File: config.mk
export PLATFORM = sky130hd
export DESIGN_NAME = ddr_rd_seq
export DESIGN_NICKNAME = d
export VERILOG_FILES = /design/src/rtl/ddr_rd_pkg.sv /design/src/rtl/ddr_rd_bank_ctl.sv /design/src/rtl/ddr_rd_burst_gen.sv /design/src/rtl/ddr_rd_out_pipe.sv /design/src/rtl/ddr_rd_seq.sv
export SDC_FILE = /design/constraint.sdc
export NUM_CORES = 1
export LEC_CHECK = 0
export BUFFER_PORTS_ARGS = -buffer_cell sky130_fd_sc_hd__buf_2
export CAP_MARGIN = 0
export CORE_AREA = 5 5 99 92
export CTS_CLUSTER_SIZE = 16
export DETAILED_ROUTE_END_ITERATION = 16
export DIE_AREA = 0 0 104 97
export PLACE_DENSITY = 0.7
export SYNTH_ARGS = -nofsm -noshare
export SYNTH_HDL_FRONTEND = slang
export SYNTH_SLANG_ARGS = --single-unit
File: constraint.sdc
create_clock -name clk -period 3.1 [get_ports clk]
set_input_delay 0.775 -clock clk [delete_from_list [all_inputs] [get_ports clk]]
set_output_delay 0.775 -clock clk [all_outputs]
set_load 0.02 [all_outputs]
File: src/rtl/ddr_rd_pkg.sv
package ddr_rd_pkg;

    parameter int DQ_W   = 16;
    parameter int COL_W  = 8;
    parameter int BANK_W = 2;
    parameter int NBANK  = 1 << BANK_W;

    typedef struct packed {
        logic            vld;
        logic [DQ_W-1:0] rise;
        logic [DQ_W-1:0] fall;
    } pair_t;

    // Column of element k within a block aligned to the burst size (mask = BL-1)
    function automatic logic [COL_W-1:0] col_at(input logic [COL_W-1:0] col,
                                                input logic [2:0] mask,
                                                input logic ilv,
                                                input logic [2:0] k);
        logic [2:0] off;
        off = ilv ? ((col[2:0] ^ k) & mask) : ((col[2:0] + k) & mask);
        return (col & ~{{(COL_W-3){1'b0}}, mask}) | {{(COL_W-3){1'b0}}, off};
    endfunction

    // Stand-in for the memory array contents
    function automatic logic [DQ_W-1:0] core_word(input logic [BANK_W-1:0] bank,
                                                  input logic [COL_W-1:0] col,
                                                  input logic [DQ_W-1:0] seed);
        return DQ_W'({bank, col}) ^ seed;
    endfunction

endpackage

File: src/rtl/ddr_rd_bank_ctl.sv
module ddr_rd_bank_ctl
    import ddr_rd_pkg::*;
#(
    parameter int TRAS = 12
) (
    input  logic              clk,
    input  logic              rst_n,
    input  logic              act_vld,
    input  logic [BANK_W-1:0] act_bank,
    input  logic              rd_vld,
    input  logic [BANK_W-1:0] rd_bank,
    input  logic              eng_ap_busy,
    input  logic [BANK_W-1:0] eng_bank,
    input  logic              ap_end,
    output logic              rd_ok,
    output logic              rd_err,
    output logic              pre_vld,
    output logic [BANK_W-1:0] pre_bank
);
    localparam int RAS_W = (TRAS > 2) ? $clog2(TRAS) : 1;
    localparam logic [RAS_W-1:0] RAS_MAX = RAS_W'(TRAS - 1);

    typedef struct packed {
        logic [NBANK-1:0]            open;
        logic [NBANK-1:0]            pend;
        logic [NBANK-1:0][RAS_W-1:0] ras;
        logic                        err;
        logic                        pre_vld;
        logic [BANK_W-1:0]           pre_bank;
    } bank_st_t;

    bank_st_t q, d;

    assign rd_ok = q.open[rd_bank] && !q.pend[rd_bank] &&
                   !(eng_ap_busy && (eng_bank == rd_bank));

    always_comb begin
        logic found;
        d         = q;
        d.err     = rd_vld && !rd_ok;
        d.pre_vld = 1'b0;
        found     = 1'b0;
        for (int b = 0; b < NBANK; b++) begin
            if (q.ras[b] != RAS_MAX) d.ras[b] = q.ras[b] + RAS_W'(1);
        end
        if (ap_end) d.pend[eng_bank] = 1'b1;
        for (int b = 0; b < NBANK; b++) begin
            if (!found && q.pend[b] && (q.ras[b] == RAS_MAX)) begin
                found      = 1'b1;
                d.pend[b]  = 1'b0;
                d.open[b]  = 1'b0;
                d.pre_vld  = 1'b1;
                d.pre_bank = BANK_W'(b);
            end
        end
        if (act_vld && !q.open[act_bank]) begin
            d.open[act_bank] = 1'b1;
            d.ras[act_bank]  = '0;
        end
    end

    always_ff @(posedge clk or negedge rst_n) begin
        if (!rst_n) q <= '0;
        else        q <= d;
    end

    assign rd_err   = q.err;
    assign pre_vld  = q.pre_vld;
    assign pre_bank = q.pre_bank;

    assert_err_from_read_R10: assert property (@(posedge clk) disable iff (!rst_n)
        q.err |-> $past(rd_vld));

    assert_precharge_closes_R11: assert property (@(posedge clk) disable iff (!rst_n)
        q.pre_vld |-> !q.open[q.pre_bank]);

endmodule

File: src/rtl/ddr_rd_burst_gen.sv
module ddr_rd_burst_gen
    import ddr_rd_pkg::*;
#(
    parameter logic [DQ_W-1:0] CORE_SEED = 16'hC3A5
) (
    input  logic              clk,
    input  logic              rst_n,
    input  logic              rd_go,
    input  logic [BANK_W-1:0] rd_bank,
    input  logic [COL_W-1:0]  rd_col,
    input  logic              rd_ap,
    input  logic [1:0]        bl_code,
    input  logic              ilv,
    output pair_t             pair,
    output logic              ap_busy,
    output logic [BANK_W-1:0] cur_bank,
    output logic              ap_end
);
    typedef struct packed {
        logic              vld;
        logic [BANK_W-1:0] bank;
        logic [COL_W-1:0]  col;
        logic              ap;
        logic              ilv;
        logic [1:0]        last;
        logic [1:0]        cnt;
    } eng_t;

    eng_t q, d;
    logic is_last;
    logic [2:0] mask;

    assign is_last = (q.cnt == q.last);
    assign mask    = {q.last, 1'b1};

    always_comb begin
        d = q;
        if (q.vld) begin
            if (is_last) d.vld = 1'b0;
            else         d.cnt = q.cnt + 2'd1;
        end
        if (rd_go) begin
            d.vld  = 1'b1;
            d.bank = rd_bank;
            d.col  = rd_col;
            d.ap   = rd_ap;
            d.ilv  = ilv;
            d.cnt  = 2'd0;
            case (bl_code)
                2'd0:    d.last = 2'd0;
                2'd1:    d.last = 2'd1;
                default: d.last = 2'd3;
            endcase
        end
        ap_end = q.vld && q.ap && (is_last || rd_go);
    end

    always_ff @(posedge clk or negedge rst_n) begin
        if (!rst_n) q <= '0;
        else        q <= d;
    end

    assign pair.vld  = q.vld;
    assign pair.rise = core_word(q.bank, col_at(q.col, mask, q.ilv, {q.cnt, 1'b0}), CORE_SEED);
    assign pair.fall = core_word(q.bank, col_at(q.col, mask, q.ilv, {q.cnt, 1'b1}), CORE_SEED);
    assign ap_busy   = q.vld && q.ap;
    assign cur_bank  = q.bank;

    assert_pair_advance_R4: assert property (@(posedge clk) disable iff (!rst_n)
        (q.vld && !is_last && !rd_go) |=> (q.vld && (q.cnt == $past(q.cnt) + 2'd1)));

endmodule

File: src/rtl/ddr_rd_out_pipe.sv
module ddr_rd_out_pipe
    import ddr_rd_pkg::*;
(
    input  logic            clk,
    input  logic            rst_n,
    input  logic            cl3,
    input  pair_t           in_pair,
    output logic [DQ_W-1:0] q_rise,
    output logic [DQ_W-1:0] q_fall,
    output logic            q_oe,
    output logic            strb_h,
    output logic            strb_oe
);
    typedef struct packed {
        pair_t s1;
        pair_t s2;
        pair_t o;
        logic  pre;
    } pipe_t;

    pipe_t q, d;

    always_comb begin
        d    = q;
        d.s1 = in_pair;
        d.s2 = q.s1;
        d.o  = cl3 ? q.s2 : q.s1;
        // the pair that reaches the output next cycle is d.s1 (CL2) or d.s2 (CL3)
        d.pre = cl3 ? (!q.s2.vld && q.s1.vld) : (!q.s1.vld && in_pair.vld);
    end

    always_ff @(posedge clk or negedge rst_n) begin
        if (!rst_n) q <= '0;
        else        q <= d;
    end

    assign q_rise  = q.o.rise;
    assign q_fall  = q.o.fall;
    assign q_oe    = q.o.vld;
    assign strb_h  = q.o.vld;
    assign strb_oe = q.o.vld || q.pre;

    assert_preamble_then_data_R2: assert property (@(posedge clk) disable iff (!rst_n)
        (strb_oe && !q_oe) |=> q_oe);

    assert_first_data_after_preamble_R2: assert property (@(posedge clk) disable iff (!rst_n)
        $rose(q_oe) |-> $past(q.pre));

endmodule

File: src/rtl/ddr_rd_seq.sv
module ddr_rd_seq
    import ddr_rd_pkg::*;
#(
    parameter int              TRAS      = 12,
    parameter logic [DQ_W-1:0] CORE_SEED = 16'hC3A5
) (
    input  logic              clk,
    input  logic              rst_n,
    input  logic              cfg_cl3,
    input  logic [1:0]        cfg_bl,
    input  logic              cfg_ilv,
    input  logic              act_vld,
    input  logic [BANK_W-1:0] act_bank,
    input  logic              rd_vld,
    input  logic [BANK_W-1:0] rd_bank,
    input  logic [COL_W-1:0]  rd_col,
    input  logic              rd_ap,
    output logic [DQ_W-1:0]   q_rise,
    output logic [DQ_W-1:0]   q_fall,
    output logic              q_oe,
    output logic              strb_h,
    output logic              strb_oe,
    output logic              rd_err,
    output logic              pre_vld,
    output logic [BANK_W-1:0] pre_bank
);
    logic              rd_ok, rd_go, ap_busy, ap_end;
    logic [BANK_W-1:0] cur_bank;
    pair_t             pair;

    assign rd_go = rd_vld && rd_ok;

    ddr_rd_bank_ctl #(.TRAS(TRAS)) i_bank_ctl (
        .clk(clk), .rst_n(rst_n),
        .act_vld(act_vld), .act_bank(act_bank),
        .rd_vld(rd_vld), .rd_bank(rd_bank),
        .eng_ap_busy(ap_busy), .eng_bank(cur_bank), .ap_end(ap_end),
        .rd_ok(rd_ok), .rd_err(rd_err),
        .pre_vld(pre_vld), .pre_bank(pre_bank)
    );

    ddr_rd_burst_gen #(.CORE_SEED(CORE_SEED)) i_burst_gen (
        .clk(clk), .rst_n(rst_n),
        .rd_go(rd_go), .rd_bank(rd_bank), .rd_col(rd_col), .rd_ap(rd_ap),
        .bl_code(cfg_bl), .ilv(cfg_ilv),
        .pair(pair), .ap_busy(ap_busy), .cur_bank(cur_bank), .ap_end(ap_end)
    );

    ddr_rd_out_pipe i_out_pipe (
        .clk(clk), .rst_n(rst_n), .cl3(cfg_cl3), .in_pair(pair),
        .q_rise(q_rise), .q_fall(q_fall), .q_oe(q_oe),
        .strb_h(strb_h), .strb_oe(strb_oe)
    );

endmodule

After elaboration in Yosys (flattened, before gate mapping)
Index checks and enable logic that the tools add are counted.

$lt $le $gt $ge: 5. Muxes and demuxes: 44. Multipliers: 0. Reduce and logical (&&, ||, !) cells: 38. Equal/unequal tests: 12. Shifts and indexed selects: 0. Div/mod/pow operators: 0. Bitwise operators: 16. Add/subtract/negate cells: 7.

Operators by type and width (count): $mux W33 (1); $mux W4 (7); $logic_and A1 B1 Y1 (19); $mux W1 (19); $mux W3 (6); $mux W17 (1); $add A4 B1 Y4 const B (4); $and A16 B16 Y16 (1); $eq A4 B4 Y1 const B (4); $mux W16 (1); $ne A4 B4 Y1 const B (4); $not A16 Y16 (1); $not A6 Y8 (2); $or A8 B3 Y8 (2); $and A3 B3 Y3 (4); $reduce_bool A2 Y1 (5); $logic_not A1 Y1 (9); $lt A2 B3 Y1 const B (3); $and A8 B8 Y8 (1); $demux W4 S2 (1); $not A3 Y8 (1); $or A4 B4 Y4 (2); $add A3 B3 Y3 (2); $bmux W1 S2 (3); other kinds (13) (19).

Memories kept: 0. ROM bits: 0. Memory bits (writable): 0. Register bits: 129. Word-level logic and storage cells: 151. Bits in latches: 0.

Logic depth before layout (Yosys ltp)
Gate-level depths: netlist of run 1.

Depth in word-level cells: 17. Depth in mapped cells: 7.

By module
A second synthesis of run 1 with hierarchy kept.

Cells, all modules: 401. Area total of the unflattened synthesis: 5711.7 sq um.

Modules (own cells, without submodules): ddr_rd_out_pipe (seq. area each 2502.4 sq um, cells each 174, area an instance 3320.7 sq um, times used 1); ddr_rd_bank_ctl (seq. area each 700.7 sq um, cells each 123, area an instance 1357.6 sq um, times used 1); ddr_rd_burst_gen (seq. area each 425.4 sq um, cells each 103, area an instance 1027.2 sq um, times used 1); ddr_rd_seq (seq. area each 0.0 sq um, cells each 1, area an instance 6.3 sq um, times used 1).

Worst setup path after synthesis of run 1
OpenSTA, ideal clock, no wires.

Path type: input port to flip-flop. Start: in rd_bank[1]. End: reg i_burst_gen.q, in the netlist i_burst_gen.mask[2]. Data required time: 2975 ps. Stages: 5. Setup time: 125 ps. Arrival time: 1945 ps. Slack: 1030 ps. Cell sequence: mux4_2 -> buf_6 -> and2_4 -> buf_6 -> mux2_4.

Longest elaborated chain between the ends: 6. Elaborated cells on any way between the ends: 11.

Ends and longest elaborated chain: start, declared (RTL line ddr_rd_seq.sv:15) `input logic [BANK_W-1:0] rd_bank,`; $bmux W1 S2 (RTL line ddr_rd_bank_ctl.sv:34) `assign rd_ok = q.open[rd_bank] && !q.pend[rd_bank] &&`; $mux W1 (implied by the code) (RTL line ddr_rd_bank_ctl.sv:34); $logic_not A1 Y1 (RTL line ddr_rd_bank_ctl.sv:34); $logic_and A1 B1 Y1 (RTL line ddr_rd_bank_ctl.sv:34); $logic_and A1 B1 Y1 * (RTL line ddr_rd_bank_ctl.sv:34); $logic_and A1 B1 Y1 * (RTL line ddr_rd_seq.sv:31) `assign rd_go = rd_vld && rd_ok;`; end signal, assigned (RTL line ddr_rd_burst_gen.sv:59) `if (!rst_n) q <= '0;`; end signal, assigned (RTL line ddr_rd_burst_gen.sv:60) `else q <= d;`; end, declared (RTL line ddr_rd_burst_gen.sv:29) `eng_t q, d;`.

Mark *: on every way between the ends. The rest lies on a longest branch, timed or not. The select of a mux whose other input is x is not followed. A chain may end at the register's enable or synchronous reset.

Final worst setup path of run 1
Start: reg i_out_pipe.q, in the netlist i_out_pipe.q_oe. End: out strb_oe.

Longest elaborated chain between the ends: 1.

Ends and longest elaborated chain: start, declared (RTL line ddr_rd_out_pipe.sv:21) `pipe_t q, d;`; start signal, assigned (RTL line ddr_rd_out_pipe.sv:33) `if (!rst_n) q <= '0;`; start signal, assigned (RTL line ddr_rd_out_pipe.sv:34) `else q <= d;`; $logic_or A1 B1 Y1 (RTL line ddr_rd_out_pipe.sv:41) `assign strb_oe = q.o.vld || q.pre;`; end, declared (RTL line ddr_rd_seq.sv:22) `output logic strb_oe,`.

Every way passes these cells.

==> results.toml, run 1 <==
[cells_and_area]
diodes = 0
multi_input_area_um2 = 1260
fill_cells = 720
stdcell_count = 439
synthToLayoutAreaGrowth_pct = 8.00
register_area_um2 = 2280
drive_above_1_share_pct = 29.7
layout.nets = 362

[critical_path]
rr_worst_depth = 4
cp_max_fo = 3
crit_start = "i_out_pipe.q_oe"
rr_startpoint = "i_burst_gen.cur_bank[0]"
end_kind = "primary output"
rrSetupSlack_ps = 1240
crit_arrival_ps = 1160
worstReg2RegEnd = "i_burst_gen.q[5]"
critPathMaxStageDelay_ps = 390
worst_setup_path_start_kind = "flip-flop"
cp_data_required_time_ps = 2320
crit_path_top_delay_cell = "dfrtp_1"
crit_path_cell_trace = "or2_2 > buf_2"
critical_path_class = "reg -> out"

[clock_tree]
cts_hold_buf = 0
cts_buffer_depth = 2
clk_latency_ps = 360
worst_setup_hold_path_clk_slew_ps = 90
tritoncts.num_buffers = 9
cts.sinks = 91
cts_root_buf = "clkbuf_8"
h-tree-depth = 3
cts_resized = 0
cts_tree = "built"
post_cts_buffers = 0

[pwr]
power-per-cell-area_nw_per_um2 = 1070
cellLeakagePower_nw = 1.96
peakVddDrop_mv = 0.302

[synthesis]
yosysSeqAreaShare_pct = 59.0
synth_cell_types = 43
yosysWarnings = 0
netlist_area_um2 = 3860
yosysTopAreaCell = "dfrtp_1"
syn_inst = 307
yosys-top-cells-area = "dfrtp_1 59%, buf_4 6.8%, mux2_2 4.4%"
yosysTopAreaCellShare_pct = 59.0
yosys_register_bits = 91
syn_area_per_cell_um2 = 12.6

[hold_path]
hold_path_class = "reg -> reg"
worstHoldEndpoint = "i_out_pipe.q[52]"
hold_depth = 0
hp-start = "i_out_pipe.d[52]"

[sta]
hold_viol_final = 0
tightest_slew_ps = 899
setup_tns_ps = 0
fin_skew_ps = 9.60
finalSetupViolCount = 0
min_period_ps = 1940
timing.slew.headroom_pct = 39.2
slew_violations = 0
max_freq_mhz = 516
post-route-period-util_pct = 62.5
rsz0062_at_grt = "false"
setup_ws_ps = 1160

[global_routing]
grt_pass1_wl_um = 10100
grt_use_total_pct = 12.3
grt_pass1_vias = 2147
gr-total-overflow = 0
antenna_found_initial = 0
grt_max_degree = 47

[place]
gp_congestion = 0.757
place_hpwl_um = 4370
io_buffer_count = 51
dp.cells = 423
place_ws_ps = 796

[drt]
routed-via-count = 2131
ant_nets = 0
drc = 0
dr.pass1.iters = 4
wl_um = 5940
avgViaCountPerCell = 4.85
wire_per_inst_um = 13.5
initialDrtViolationCount = 63

[die]
io_pins = 60
die_width_um = 104
die-area_um2 = 10100
initial_core_util_pct = 48.8
placementRows = 31
dieHeight_um = 97
core_um2 = 7910

[status]
status = "complete, no violations"

[flow_run]
drv_cap = 0
-- cell usage in the layout, fill, tap and decap left out, types with 8 or more instances in the layout --
cell type   n
dfrtp_1    91
buf_2      50
nor2_1     26
mux2_2     15
nand2_1    13
xor2_1     12
nand3_1    11
inv_1       9
conb_1      9
clkbuf_8    9
o21ai_0     8
-- area by class of cell --
| type | count | area share [%] |
|---|---|---|
| flip-flops and latches | 91 | 54.6 |
| multi-input cells | 172 | 30.3 |
| repair buffers | 52 | 6.66 |
| clock buffers | 9 | 2.97 |
| well taps | 99 | 2.97 |
| clock inverters | 7 | 1.68 |
| inverters | 9 | 0.810 |
-- stage by stage --
step                      util [%]  hold slack [ps]  total power, W  area, µm²
after floorplan                  -              350         0.00354       3890
after global placement        50.3              357         0.00368       3980
after detailed placement      50.3              358         0.00376       3980
after CTS                     52.7              381         0.00452       4170
after global routing          52.7              393         0.00480       4170
final                         52.7              376         0.00446       4170
-- worst max path at each step --
| stage | to | slack [ps] |
|---|---|---|
| after floorplan | i_burst_gen.mask[2] | 1030 |
| after global placement | i_burst_gen.q[10] | 900 |
| after detailed placement | i_burst_gen.q[9] | 800 |
| after CTS | strb_oe | 1140 |
| after global routing | i_burst_gen.q[5] | 1110 |
| final | strb_oe | 1160 |
-- cell families (layout without fill, tap and decap cells) --
kind of cell	after synthesis	in the layout	share of synthesized area, %
flip-flops	91	91	59.0
other	2	9	0.194
AND/OR/NAND/NOR	82	82	11.3
XOR/XNOR	18	18	4.08
AO/OA/AOI/OAI	27	27	4.80
multiplexers	30	30	9.49
adder cells (fa/ha/maj)	6	6	2.14
buffers and inverters	51	77	8.98
-- routing by layer --
| metal | routed length, µm | GRT usage [%] | vias to the layer above | part of all wire [%] |
|---|---|---|---|---|
| met5 | 0 | 0 | - | 0 |
| met4 | 107 | 6.57 | 0 | 1.8 |
| met3 | 277 | 3.00 | 9 | 4.7 |
| met2 | 2810 | 19.4 | 40 | 47 |
| met1 | 2750 | 15.6 | 1033 | 46 |
| li1 | - | - | 1049 | - |
-- state kept, by name, indices dropped and copies added, names as in the netlist --
register / count
i_bank_ctl.pre_bank: 2
i_bank_ctl.pre_vld: 1
i_bank_ctl.q: 24
i_bank_ctl.rd_err: 1
i_burst_gen.cur_bank: 2
i_burst_gen.mask: 2
i_burst_gen.pair: 1
i_burst_gen.q: 12
i_out_pipe.d: 15
i_out_pipe.q: 16
i_out_pipe.q_fall: 11
i_out_pipe.q_oe: 1
i_out_pipe.q_rise: 3
-- report_power, final --
part           leakage [nW]  internal [W]  switching [W]
sequential             1.07       0.00177       0.000362
combinational         0.791      0.000717       0.000851
clock                0.0951      0.000312       0.000448
total                  1.96       0.00280        0.00166
-- cells in the mapped netlist --
library cell,count
a21o_1,4
buf_2,1
nand3_1,11
inv_1,9
o21ai_0,8
mux2i_1,7
nor2b_1,5
clkbuf_1,3
fa_1,1
mux4_2,1
or4_1,1
mux2_4,7
nor4bb_1,1
nor4b_1,1
buf_4,35
or3_1,1
mux2_2,15
dfrtp_1,91
o211ai_1,1
nand3b_1,4
nor2_1,26
nand4b_1,3
a21boi_0,1
o31a_1,1
nand2b_1,2
o21ai_2,6
a21oi_2,1
o311a_1,1
ha_1,5
nand2_1,13
or2_2,1
and2_1,1
buf_6,3
xnor2_1,6
conb_1,2
and2_4,1
xor2_1,12
nand4_1,5
nor3_1,2
and4b_1,2
nor3b_1,1
nand2b_4,1
a21oi_1,4
-- critical path, delay by kind of cell (launching register included) --
family	cells	cell delay [ps]
simple gates	1	260
buf+inv	1	160
flops	1	390
No activity file was read; power rests on OpenSTA's default activity.
==> run 2, diff against run 1 <==
--- a/config.mk
+++ b/config.mk
@@ -5,12 +5,13 @@
 export SDC_FILE = /design/constraint.sdc
 export NUM_CORES = 1
 export LEC_CHECK = 0
+export ABC_AREA = 1
 export BUFFER_PORTS_ARGS = -buffer_cell sky130_fd_sc_hd__buf_2
 export CAP_MARGIN = 0
-export CORE_AREA = 5 5 99 92
+export CORE_AREA = 5 5 101 94
 export CTS_CLUSTER_SIZE = 16
 export DETAILED_ROUTE_END_ITERATION = 16
-export DIE_AREA = 0 0 104 97
+export DIE_AREA = 0 0 106 99
 export PLACE_DENSITY = 0.7
 export SYNTH_ARGS = -nofsm -noshare
 export SYNTH_HDL_FRONTEND = slang
==> constraint.sdc (replaced) <==
create_clock -name clk -period 1.9 [get_ports clk]
set_input_delay 0.475 -clock clk [delete_from_list [all_inputs] [get_ports clk]]
set_output_delay 0.475 -clock clk [all_outputs]
set_load 0.02 [all_outputs]
==> run 2 against run 1 <==
- power up 62%
- die area up 4.0%
- wire length up 14%
- flip-flop and latch count unchanged
- clock power up 64%
==> results.toml, run 2 <==
[clock_tree]
cts_tree = "built"
h-tree-depth = 3
cts_buffer_depth = 2
cts_hold_buf = 0
tritoncts.num_buffers = 9
cts.sinks = 91
worst_setup_hold_path_clk_slew_ps = 100
cts_resized = 0
cts_root_buf = "clkbuf_8"
post_cts_buffers = 0
clk_latency_ps = 360

[critical_path]
end_kind = "primary output"
crit_arrival_ps = 1170
worst_setup_path_start_kind = "flip-flop"
cp_max_fo = 3
cp_data_required_time_ps = 1420
critical_path_class = "reg -> out"

[die]
core_um2 = 8330
dieHeight_um = 99
initial_core_util_pct = 48.4
placementRows = 32
die-area_um2 = 10500
die_width_um = 106
io_pins = 60

[synthesis]
yosysTopAreaCellShare_pct = 56.5
yosys_register_bits = 91
netlist_area_um2 = 4030
yosysWarnings = 0
synthFlopType = "dfrtp_1"
yosysSeqAreaShare_pct = 56.5
synth_commonest_cells = "105 x nand2_1, 91 x dfrtp_1, 38 x inv_1, 37 x buf_4, 22 x nand3_1"
syn_inst = 410
synth_edf_count = 0
synth_cell_types = 35
yosysMostFrequentCell = "nand2_1"
yosysTopAreaCell = "dfrtp_1"
syn_area_per_cell_um2 = 9.83
async_flop_share_pct = 100
yosys-top-cells-area = "dfrtp_1 56%, nand2_1 9.8%, buf_4 6.9%"

[cells_and_area]
final_common_cell = "nand2_1"
drive_above_1_share_pct = 26.0
diodes = 0
synthToLayoutAreaGrowth_pct = 8.66
mostFrequentLayoutCells = "105 x nand2_1, 91 x dfrtp_1, 50 x buf_2, 38 x inv_1, 22 x nand3_1"
layout.core_utilization_pct = 52.6
top_register = "i_bank_ctl.q"
largest_reg_flops = 24
layout.nets = 468

[sta]
slew_violations = 0
finalSetupViolCount = 0
post-route-period-util_pct = 86.6
max_freq_mhz = 608
min_period_ps = 1650
fin_skew_ps = 8.52
setup_tns_ps = 0
hold_viol_final = 0
rsz0062_at_grt = "false"

[global_routing]
antenna_found_initial = 0
grt_pass1_vias = 2568
grt_use_total_pct = 13.8
gr-total-overflow = 0
grt_max_degree = 92
grt_pass1_wl_um = 11600

[place]
place_hpwl_um = 4980
io_buffer_count = 51
gp_congestion = 0.841

[pwr]
cellLeakagePower_nw = 2.30
power-per-cell-area_nw_per_um2 = 1650
total_power_w = 0.00722
peakVddDrop_mv = 0.667

[drt]
drc = 0
routed-via-count = 2550
avgViaCountPerCell = 4.65
dr.pass1.iters = 4
wire_per_inst_um = 12.4
wl_um = 6790
initialDrtViolationCount = 107
ant_nets = 0

[hold_path]
hold_path_class = "in -> async"

[flow_run]
drv_cap = 0

[status]
status = "complete, no violations"
-- run 2: area by class of cell --
class,instances,area [µm²]
Inverter,47,176
Multi-Input combinational cell,237,1300
Timing Repair Buffer,55,313
Clock buffer,9,124
Clock inverter,7,63.8
Sequential cell,91,2280
Tap cell,102,128
Fill cell,791,3950
-- run 2: path summary, 6_finish.rpt --
| check | from | endpoint | slack (ps) | cells past startpoint |
|---|---|---|---|---|
| setup / recovery | i_out_pipe.q_oe | strb_oe | 250 | 2 |
| hold / removal | rst_n | i_out_pipe.q_fall[5] | 150 | 2 |
| setup reg to reg | i_bank_ctl.q[8] | i_bank_ctl.q[23] | 340 | 9 |
| hold reg to reg | i_out_pipe.d[50] | i_out_pipe.q[50] | 380 | 0 |
| max in group asynchronous | rst_n | i_out_pipe.q[42] | 1390 | 2 |
| min in group clk | rd_col[4] | i_burst_gen.q[10] | 320 | 3 |
-- run 2: per-stage QoR --
| step | worst slack, ps | cell area [µm²] | std cells | hold slack, ps |
|---|---|---|---|---|
| 2_1_floorplan | 551 | 4060 | 417 | 179 |
| 3_3_place_gp | 331 | 4190 | 532 | 358 |
| 3_5_place_dp | 252 | 4190 | 532 | 362 |
| 4_1_cts | 231 | 4380 | 548 | 155 |
| 5_1_grt | 158 | 4380 | 548 | 171 |
| 6_report | 254 | 4380 | 548 | 151 |
-- run 2: report_power, final --
group / total [W] / switching [W] / internal [W]
clock network: 0.00125 / 0.000735 / 0.000510
registers: 0.00334 / 0.000519 / 0.00283
logic: 0.00263 / 0.00161 / 0.00102
total: 0.00722 / 0.00287 / 0.00436
-- run 2: logic make-up (layout without fill, tap and decap cells) --
logic type,Yosys count,count (layout),synth area share [%]
AO/OA/AOI/OAI,28,28,4.07
XOR/XNOR,13,13,2.82
adder cells (fa/ha/maj),6,6,2.05
buffers and inverters,89,118,11.9
flip-flops,91,91,56.5
other,2,9,0.186
AND/OR/NAND/NOR,181,181,22.4
-- run 2: metal layers --
metal,part of all wire [%],up-vias,track usage [%]
met5,0,-,0
met4,1.1,0,4.48
met3,6.3,9,4.26
met2,46,65,22.1
met1,46,1181,18.0
li1,-,1295,-
-- run 2: critical path, cell delays in order, from the launching register on --
cell and delay, ps:
dfrtp_1 390, or2_2 260, buf_2 160
